File: src/rtl/i2c_sc_pkg.sv
package i2c_sc_pkg;

    localparam int BYTE_W     = 8;
    localparam int ADDR_W     = 7;
    localparam int TMR_COPIES = 3;
    localparam int BIT_CNT_W  = 4;

    typedef enum logic [2:0] {
        ST_IDLE,
        ST_ADDR,
        ST_REG,
        ST_WDATA,
        ST_RDATA,
        ST_IGNORE
    } sc_state_e;

    typedef enum logic [1:0] {
        PH_BITS,
        PH_ACK_SETUP,
        PH_ACK,
        PH_MACK
    } sc_phase_e;

    // Events seen on the synchronised bus lines
    typedef struct packed {
        logic sda;
        logic scl_rise;
        logic scl_fall;
        logic start;
        logic stop;
    } line_ev_t;

    // One register write request from the bit engine
    typedef struct packed {
        logic              en;
        logic [BYTE_W-1:0] addr;
        logic [BYTE_W-1:0] data;
    } wr_req_t;

    function automatic logic [BYTE_W-1:0] vote3(
        input logic [BYTE_W-1:0] a,
        input logic [BYTE_W-1:0] b,
        input logic [BYTE_W-1:0] c
    );
        return (a & b) | (a & c) | (b & c);
    endfunction

    function automatic logic addr_accept(
        input logic [BYTE_W-1:0] rx,
        input logic [ADDR_W-1:0] own
    );
        logic geo;
        logic bcast_wr;
        geo      = (rx[BYTE_W-1:1] == own) && (own != '0);
        bcast_wr = (rx == '0);
        return geo || bcast_wr;
    endfunction

endpackage

File: src/rtl/sc_line_sync.sv
module sc_line_sync
    import i2c_sc_pkg::*;
#(
    parameter int SYNC_STAGES = 2
) (
    input  logic     clk,
    input  logic     rst,
    input  logic     scl_i,
    input  logic     sda_i,
    output line_ev_t ev_o
);
    localparam int NLINES = 2;

    logic [NLINES-1:0] raw;
    logic [NLINES-1:0] synced;
    logic [NLINES-1:0] prev;

    assign raw = {scl_i, sda_i};

    for (genvar l = 0; l < NLINES; l++) begin : g_line
        logic [SYNC_STAGES-1:0] pipe;
        always_ff @(posedge clk) begin
            if (rst) begin
                pipe <= '1;
            end else begin
                pipe <= {pipe[SYNC_STAGES-2:0], raw[l]};
            end
        end
        assign synced[l] = pipe[SYNC_STAGES-1];
    end

    always_ff @(posedge clk) begin
        if (rst) begin
            prev <= '1;
        end else begin
            prev <= synced;
        end
    end

    logic scl_s, sda_s, scl_d, sda_d;
    assign scl_s = synced[1];
    assign sda_s = synced[0];
    assign scl_d = prev[1];
    assign sda_d = prev[0];

    always_comb begin
        ev_o.sda      = sda_s;
        ev_o.scl_rise = scl_s & ~scl_d;
        ev_o.scl_fall = ~scl_s & scl_d;
        ev_o.start    = scl_s & scl_d & sda_d & ~sda_s;
        ev_o.stop     = scl_s & scl_d & ~sda_d & sda_s;
    end

endmodule

File: src/rtl/sc_bit_engine.sv
module sc_bit_engine
    import i2c_sc_pkg::*;
(
    input  logic              clk,
    input  logic              rst,
    input  line_ev_t          ev_i,
    input  logic [ADDR_W-1:0] chip_addr_i,
    input  logic [BYTE_W-1:0] rd_data_i,
    output logic [BYTE_W-1:0] ptr_o,
    output wr_req_t           wr_o,
    output logic              sda_oe_o
);
    sc_state_e            state;
    sc_phase_e            phase;
    logic [BIT_CNT_W-1:0] cnt;
    logic [BYTE_W-2:0]    shreg;
    logic [BYTE_W-1:0]    tx;
    logic [BYTE_W-1:0]    ptr;
    logic                 is_read;
    logic                 ack_pend;
    logic                 oe;

    logic [BYTE_W-1:0] rx_byte;
    logic              byte_ack;

    assign rx_byte = {shreg, ev_i.sda};

    always_comb begin
        if (state == ST_ADDR) begin
            byte_ack = addr_accept(rx_byte, chip_addr_i);
        end else begin
            byte_ack = 1'b1;
        end
    end

    always_ff @(posedge clk) begin
        if (rst) begin
            state    <= ST_IDLE;
            phase    <= PH_BITS;
            cnt      <= '0;
            shreg    <= '0;
            tx       <= '0;
            ptr      <= '0;
            is_read  <= 1'b0;
            ack_pend <= 1'b0;
            oe       <= 1'b0;
            wr_o     <= '0;
        end else begin
            wr_o.en <= 1'b0;
            if (ev_i.start) begin
                state <= ST_ADDR;
                phase <= PH_BITS;
                cnt   <= '0;
                oe    <= 1'b0;
            end else if (ev_i.stop) begin
                state <= ST_IDLE;
                phase <= PH_BITS;
                cnt   <= '0;
                oe    <= 1'b0;
            end else begin
                case (state)
                    ST_ADDR, ST_REG, ST_WDATA: begin
                        case (phase)
                            PH_BITS: begin
                                if (ev_i.scl_rise) begin
                                    shreg <= {shreg[BYTE_W-3:0], ev_i.sda};
                                    cnt   <= cnt + 1'b1;
                                    if (cnt == BIT_CNT_W'(BYTE_W - 1)) begin
                                        phase    <= PH_ACK_SETUP;
                                        ack_pend <= byte_ack;
                                        if (state == ST_ADDR) begin
                                            is_read <= rx_byte[0];
                                        end
                                        if (state == ST_REG) begin
                                            ptr <= rx_byte;
                                        end
                                        if (state == ST_WDATA) begin
                                            wr_o.en   <= 1'b1;
                                            wr_o.addr <= ptr;
                                            wr_o.data <= rx_byte;
                                        end
                                    end
                                end
                            end
                            PH_ACK_SETUP: begin
                                if (ev_i.scl_fall) begin
                                    if (ack_pend) begin
                                        oe    <= 1'b1;
                                        phase <= PH_ACK;
                                    end else begin
                                        state <= ST_IGNORE;
                                        phase <= PH_BITS;
                                    end
                                end
                            end
                            PH_ACK: begin
                                if (ev_i.scl_fall) begin
                                    oe    <= 1'b0;
                                    cnt   <= '0;
                                    phase <= PH_BITS;
                                    if (state == ST_ADDR) begin
                                        if (is_read) begin
                                            state <= ST_RDATA;
                                            tx    <= rd_data_i;
                                            oe    <= ~rd_data_i[BYTE_W-1];
                                        end else begin
                                            state <= ST_REG;
                                        end
                                    end else if (state == ST_REG) begin
                                        state <= ST_WDATA;
                                    end else begin
                                        ptr <= ptr + 1'b1;
                                    end
                                end
                            end
                            default: phase <= PH_BITS;
                        endcase
                    end
                    ST_RDATA: begin
                        case (phase)
                            PH_BITS: begin
                                if (ev_i.scl_rise) begin
                                    tx  <= {tx[BYTE_W-2:0], 1'b0};
                                    cnt <= cnt + 1'b1;
                                end else if (ev_i.scl_fall) begin
                                    if (cnt == BIT_CNT_W'(BYTE_W)) begin
                                        oe    <= 1'b0;
                                        phase <= PH_MACK;
                                    end else begin
                                        oe <= ~tx[BYTE_W-1];
                                    end
                                end
                            end
                            PH_MACK: begin
                                if (ev_i.scl_rise) begin
                                    ack_pend <= ~ev_i.sda;
                                    if (ev_i.sda) begin
                                        state <= ST_IGNORE;
                                        phase <= PH_BITS;
                                    end else begin
                                        ptr <= ptr + 1'b1;
                                    end
                                end else if (ev_i.scl_fall && ack_pend) begin
                                    tx    <= rd_data_i;
                                    oe    <= ~rd_data_i[BYTE_W-1];
                                    cnt   <= '0;
                                    phase <= PH_BITS;
                                end
                            end
                            default: phase <= PH_BITS;
                        endcase
                    end
                    default: begin
                        oe <= 1'b0;
                    end
                endcase
            end
        end
    end

    assign ptr_o    = ptr;
    assign sda_oe_o = oe;

endmodule

File: src/rtl/sc_vote_regfile.sv
module sc_vote_regfile
    import i2c_sc_pkg::*;
#(
    parameter int                NUM_REGS  = 16,
    parameter logic [BYTE_W-1:0] RESET_VAL = '0
) (
    input  logic                       clk,
    input  logic                       rst,
    input  wr_req_t                    wr_i,
    input  logic [BYTE_W-1:0]          rd_ptr_i,
    output logic [BYTE_W-1:0]          rd_data_o,
    output logic [NUM_REGS*BYTE_W-1:0] cfg_o
);
    localparam int IDX_W = (NUM_REGS > 1) ? $clog2(NUM_REGS) : 1;

    logic [TMR_COPIES-1:0][NUM_REGS-1:0][BYTE_W-1:0] copies;
    logic [NUM_REGS-1:0][BYTE_W-1:0]                 voted;
    logic                                            wr_hit;

    assign wr_hit = wr_i.en && (wr_i.addr < BYTE_W'(NUM_REGS));

    for (genvar c = 0; c < TMR_COPIES; c++) begin : g_copy
        logic [NUM_REGS-1:0][BYTE_W-1:0] mem;
        always_ff @(posedge clk) begin
            if (rst) begin
                mem <= {NUM_REGS{RESET_VAL}};
            end else if (wr_hit) begin
                mem[wr_i.addr[IDX_W-1:0]] <= wr_i.data;
            end
        end
        assign copies[c] = mem;
    end

    for (genvar r = 0; r < NUM_REGS; r++) begin : g_vote
        assign voted[r] = vote3(copies[0][r], copies[1][r], copies[2][r]);
        assign cfg_o[r*BYTE_W +: BYTE_W] = voted[r];
    end

    always_comb begin
        if (rd_ptr_i < BYTE_W'(NUM_REGS)) begin
            rd_data_o = voted[rd_ptr_i[IDX_W-1:0]];
        end else begin
            rd_data_o = '0;
        end
    end

endmodule

File: src/rtl/i2c_sc_target.sv
module i2c_sc_target
    import i2c_sc_pkg::*;
#(
    parameter int NUM_REGS    = 16,
    parameter int SYNC_STAGES = 2
) (
    input  logic                       clk,
    input  logic                       rst,
    input  logic [6:0]                 chip_addr_i,
    input  logic                       scl_i,
    input  logic                       sda_i,
    output logic                       sda_oe_o,
    output logic [NUM_REGS*8-1:0]      cfg_o
);
    line_ev_t          line_ev;
    wr_req_t           wr_req;
    logic [BYTE_W-1:0] ptr;
    logic [BYTE_W-1:0] rd_data;

    sc_line_sync #(
        .SYNC_STAGES(SYNC_STAGES)
    ) u_sync (
        .clk  (clk),
        .rst  (rst),
        .scl_i(scl_i),
        .sda_i(sda_i),
        .ev_o (line_ev)
    );

    sc_bit_engine u_eng (
        .clk        (clk),
        .rst        (rst),
        .ev_i       (line_ev),
        .chip_addr_i(chip_addr_i),
        .rd_data_i  (rd_data),
        .ptr_o      (ptr),
        .wr_o       (wr_req),
        .sda_oe_o   (sda_oe_o)
    );

    sc_vote_regfile #(
        .NUM_REGS(NUM_REGS)
    ) u_rf (
        .clk      (clk),
        .rst      (rst),
        .wr_i     (wr_req),
        .rd_ptr_i (ptr),
        .rd_data_o(rd_data),
        .cfg_o    (cfg_o)
    );

endmodule

File: config.mk
export PLATFORM = sky130hd
export DESIGN_NAME = i2c_sc_target
export DESIGN_NICKNAME = d
export VERILOG_FILES = /design/src/rtl/i2c_sc_pkg.sv /design/src/rtl/sc_line_sync.sv /design/src/rtl/sc_bit_engine.sv /design/src/rtl/sc_vote_regfile.sv /design/src/rtl/i2c_sc_target.sv
export SDC_FILE = /design/constraint.sdc
export NUM_CORES = 1
export LEC_CHECK = 0
export CORE_UTILIZATION = 29
export DETAILED_ROUTE_END_ITERATION = 10
export GPL_TIMING_DRIVEN = 0
export MAX_ROUTING_LAYER = met4
export PLACE_DENSITY = 0.56
export SYNTH_ARGS = -nofsm -noshare
export SYNTH_HDL_FRONTEND = slang
export SYNTH_SLANG_ARGS = --single-unit
File: constraint.sdc
create_clock -name clk -period 2.21 [get_ports clk]
set_input_delay 0.5525 -clock clk [delete_from_list [all_inputs] [get_ports clk]]
set_output_delay 0.5525 -clock clk [all_outputs]
set_load 0.01 [all_outputs]
==> results.py <==
metrics = {
    "min_path": {
        "hold_path.class": "register to register",
        "min_from": "u_sync.g_line[0].pipe[0]",
        "hold_end": "u_sync.g_line[0].pipe[1]",
        "worstHoldPathCells": 1,
    },
    "critical_path": {
        "critPathCaptureType": "register",
        "reg2reg_depth": 7,
        "r2r-start": "u_eng.ptr_o[1]",
        "crit_type": "register to register",
        "reg2reg_slack_ps": 70,
        "cp_max_fo": 10,
        "reg2reg_to": "u_eng.tx[2]",
        "cp-start-kind": "register",
        "crit_required_ps": 2530,
        "cp.arrival_ps": 2450,
    },
    "synth": {
        "synth_edf_count": 0,
        "syn_inst": 1003,
        "yosysTopAreaCell": "dfxtp_1",
        "syn_nets": 1021,
        "syn_avg_cell_area_um2": 8.78,
        "synth_area_um2": 8810,
        "ys_ff_latch": 186,
        "ys_seq_area_frac": 0.423,
        "synth_mux_area_frac": 0.156,
        "post-synth-top-count-cell": "dfxtp_1",
        "synthXorXnorAreaFrac": 0.00696,
        "yosys_warnings": 0,
        "synthAdderAreaFrac": 0.00994,
        "synthDistinctLibCells": 75,
        "ys_async_sr_fraction": 0,
        "synthTopCellsByCount": "dfxtp_1 (186), nand2_1 (173), a21oi_1 (114)",
        "synth.area.top_cells": "dfxtp_1 (42%), mux2i_1 (7.8%), mux4_2 (7.7%), nand2_1 (7.4%), a21oi_1 (6.5%)",
        "synthFlopType": "dfxtp_1",
        "synth_top_area_share": 0.423,
        "synth_top_family_by_area": "simple AND/OR/NAND/NOR gates",
        "synth-simple-area-share": 0.192,
        "synth_compound_area_frac": 0.166,
    },
    "sta": {
        "hold_viol": 0,
        "drv_slew": 0,
        "timing.slew.headroom": 0.365,
        "whs_ps": 415,
        "skew_ps": 25.3,
        "finalCriticalPeriod_ps": 2140,
        "period_share": 0.966,
        "tightest_slew_ps": 953,
        "setup_viol": 0,
        "rsz0062_at_grt": "true",
        "fin_tns_setup_ps": 0,
        "clock.fmax_mhz": 468,
    },
    "layout": {
        "syn_to_final_growth_pct": 33.6,
        "finish.utilization": 0.395,
        "layout.nets": 1195,
        "ff_latch_area_um2": 3730,
        "n_antenna_cell": 0,
        "multiInputGateArea_um2": 4870,
        "fin_cells": 1580,
        "drive_gt1_frac": 0.137,
        "fillers": 3035,
    },
    "die": {
        "io_pins": 140,
        "coreArea_um2": 29800,
        "die_x_um": 176,
        "start_util": 0.296,
        "die-area_um2": 31100,
        "rows": 63,
        "chipHeight_um": 176,
    },
    "cts": {
        "clock-root-buffer": "clkbuf_16",
        "clk-insertion-delay-late_ps": 460,
        "clk_path_buf_depth": 2,
        "cts_buffers": 17,
        "htreeDepth": 4,
        "cts.clk_slew.worst_paths_ps": 80,
        "cts_sinks": 186,
        "cts_tree": "built",
    },
    "global_routing": {
        "grt_antenna_before_repair": 0,
        "grt_start_max_net_pins": 23,
        "grt_usage": 0.228,
        "grt_pass1_vias": 8225,
        "grt-ovfl-total": 0,
        "grt_pass1_wl_um": 51400,
    },
    "flow_run": {
        "cap_violations": 0,
    },
    "placed_design": {
        "gp_congestion": 0.832,
        "dpl.hpwl_um": 23800,
        "numPortBuffers": 138,
        "placedCellCount": 1531,
    },
    "routing": {
        "dr.pass1.iters": 5,
        "detailroute.via_count": 8518,
        "drc": 0,
        "viasPerCell": 5.39,
        "antenna_left": 0,
        "wl_per_cell_um": 21.5,
        "drtIter0Drc": 840,
        "drt_wl_total_um": 34000,
    },
    "power_and_ir_drop": {
        "vdd_drop_max_uv": 517,
        "power.leakage_nw": 4.10,
        "p_per_area_nw_per_um2": 652,
    },
    "run_status": {
        "status": "completed",
    },
}
logic make-up (layout without fill, tap and decap cells):
group,Yosys count,in the layout
and+or+nand+nor,363,363
DFF,186,186
buffers and inverters,94,281
xor gates and xnor gates,7,7
AOI/OAI and AO/OA,246,246
muxes,100,100
adders and majority gates,7,7
worst max-delay path, stage by stage (launching register included):
cell and delay (ps):
dfxtp_1 380, buf_8 190, buf_12 170, mux4_2 570, mux2i_2 260, nor3_1 100, a221oi_2 220, a31oi_1 110
stage by stage:
stage               total power [mW]  setup WS, ps  instance area (µm²)
CTS                             7.61          4.44                11500
global route                    7.91         -24.5                11800
finish                          7.67          74.8                11800
detailed placement              4.19          -510                10700
floorplan                       3.99           154                 8810
global placement                4.18          -489                10700
layer usage:
layer | share of wire | vias up | GRT usage | routed length [µm]
li1 | - | 3900 | - | -
met1 | 0.43 | 4138 | 0.290 | 14500
met2 | 0.47 | 392 | 0.365 | 16000
met3 | 0.064 | 88 | 0.0327 | 2180
met4 | 0.039 | 0 | 0.0877 | 1320
met5 | 0 | - | - | 0
state kept, by name, summed over array words and instances, names as in the netlist:
register / cells
u_eng.cnt: 4
u_eng.sda_oe_o: 1
u_eng.is_read: 1
u_rf.copies: 128
u_eng.ack_pend: 1
u_eng.wr_o: 17
u_eng.state: 3
u_sync.prev: 2
u_eng.ptr_o: 8
u_eng.tx: 8
u_eng.shreg: 7
u_sync.g_line.pipe: 4
u_eng.phase: 2
layout by cell type (no fill, tap or decap), types with 6 or more instances in the layout:
master           netlist  routed
dfxtp_1              186     183
nand2_1              173     172
clkdlybuf4s50_1        0     138
a21oi_1              114     114
nor2_1                86      78
o21ai_0               67      66
mux2i_1               69      65
clkbuf_1              61      54
mux4_2                30      30
buf_4                  5      23
clkbuf_16              0      17
nand3_1               17      16
a31oi_1               13      13
nor2b_1               11      11
inv_1                 10      10
nand2b_1              10      10
nor3_1                11      10
or2_2                  9       9
clkbuf_4               0       8
nor2_2                 0       7
ha_1                   7       6
where the power goes:
group          internal (mW)  leakage [nW]  switching [mW]
combinational          0.323          2.29           0.506
sequential              3.38          1.50          0.0275
clock                   1.70         0.314            1.73
layout make-up:
class | count | area share
Multi-Input combinational cell | 723 | 0.414
Clock buffer | 17 | 0.0362
Inverter | 10 | 0.00319
Tap cell | 390 | 0.0415
Timing Repair Buffer | 156 | 0.132
Clock inverter | 15 | 0.0189
Sequential cell | 186 | 0.317
Buffer | 83 | 0.0376
repair_timing:
action / in CTS / in global routing
pin swaps: 4 / 8
endpoints found under the setup margin: 48 / 109
setup buffers: 6 / 12
hold buffers: 0 / 0
gates resized for setup: 38 / 45
how the worst max path moves through the flow:
stage / start / end
after global routing: u_eng.ptr_o[1] / u_eng.ptr_o[7]
after CTS: u_eng.phase[0] / u_eng.ptr_o[6]
after floorplan: u_eng.phase[0] / u_eng.ptr_o[6]
final: u_eng.ptr_o[1] / u_eng.tx[2]
after detailed placement: u_eng.ptr_o[2] / u_eng.tx[2]
after global placement: u_eng.ptr_o[2] / u_eng.tx[2]
Power figures use the tool's default switching activity.
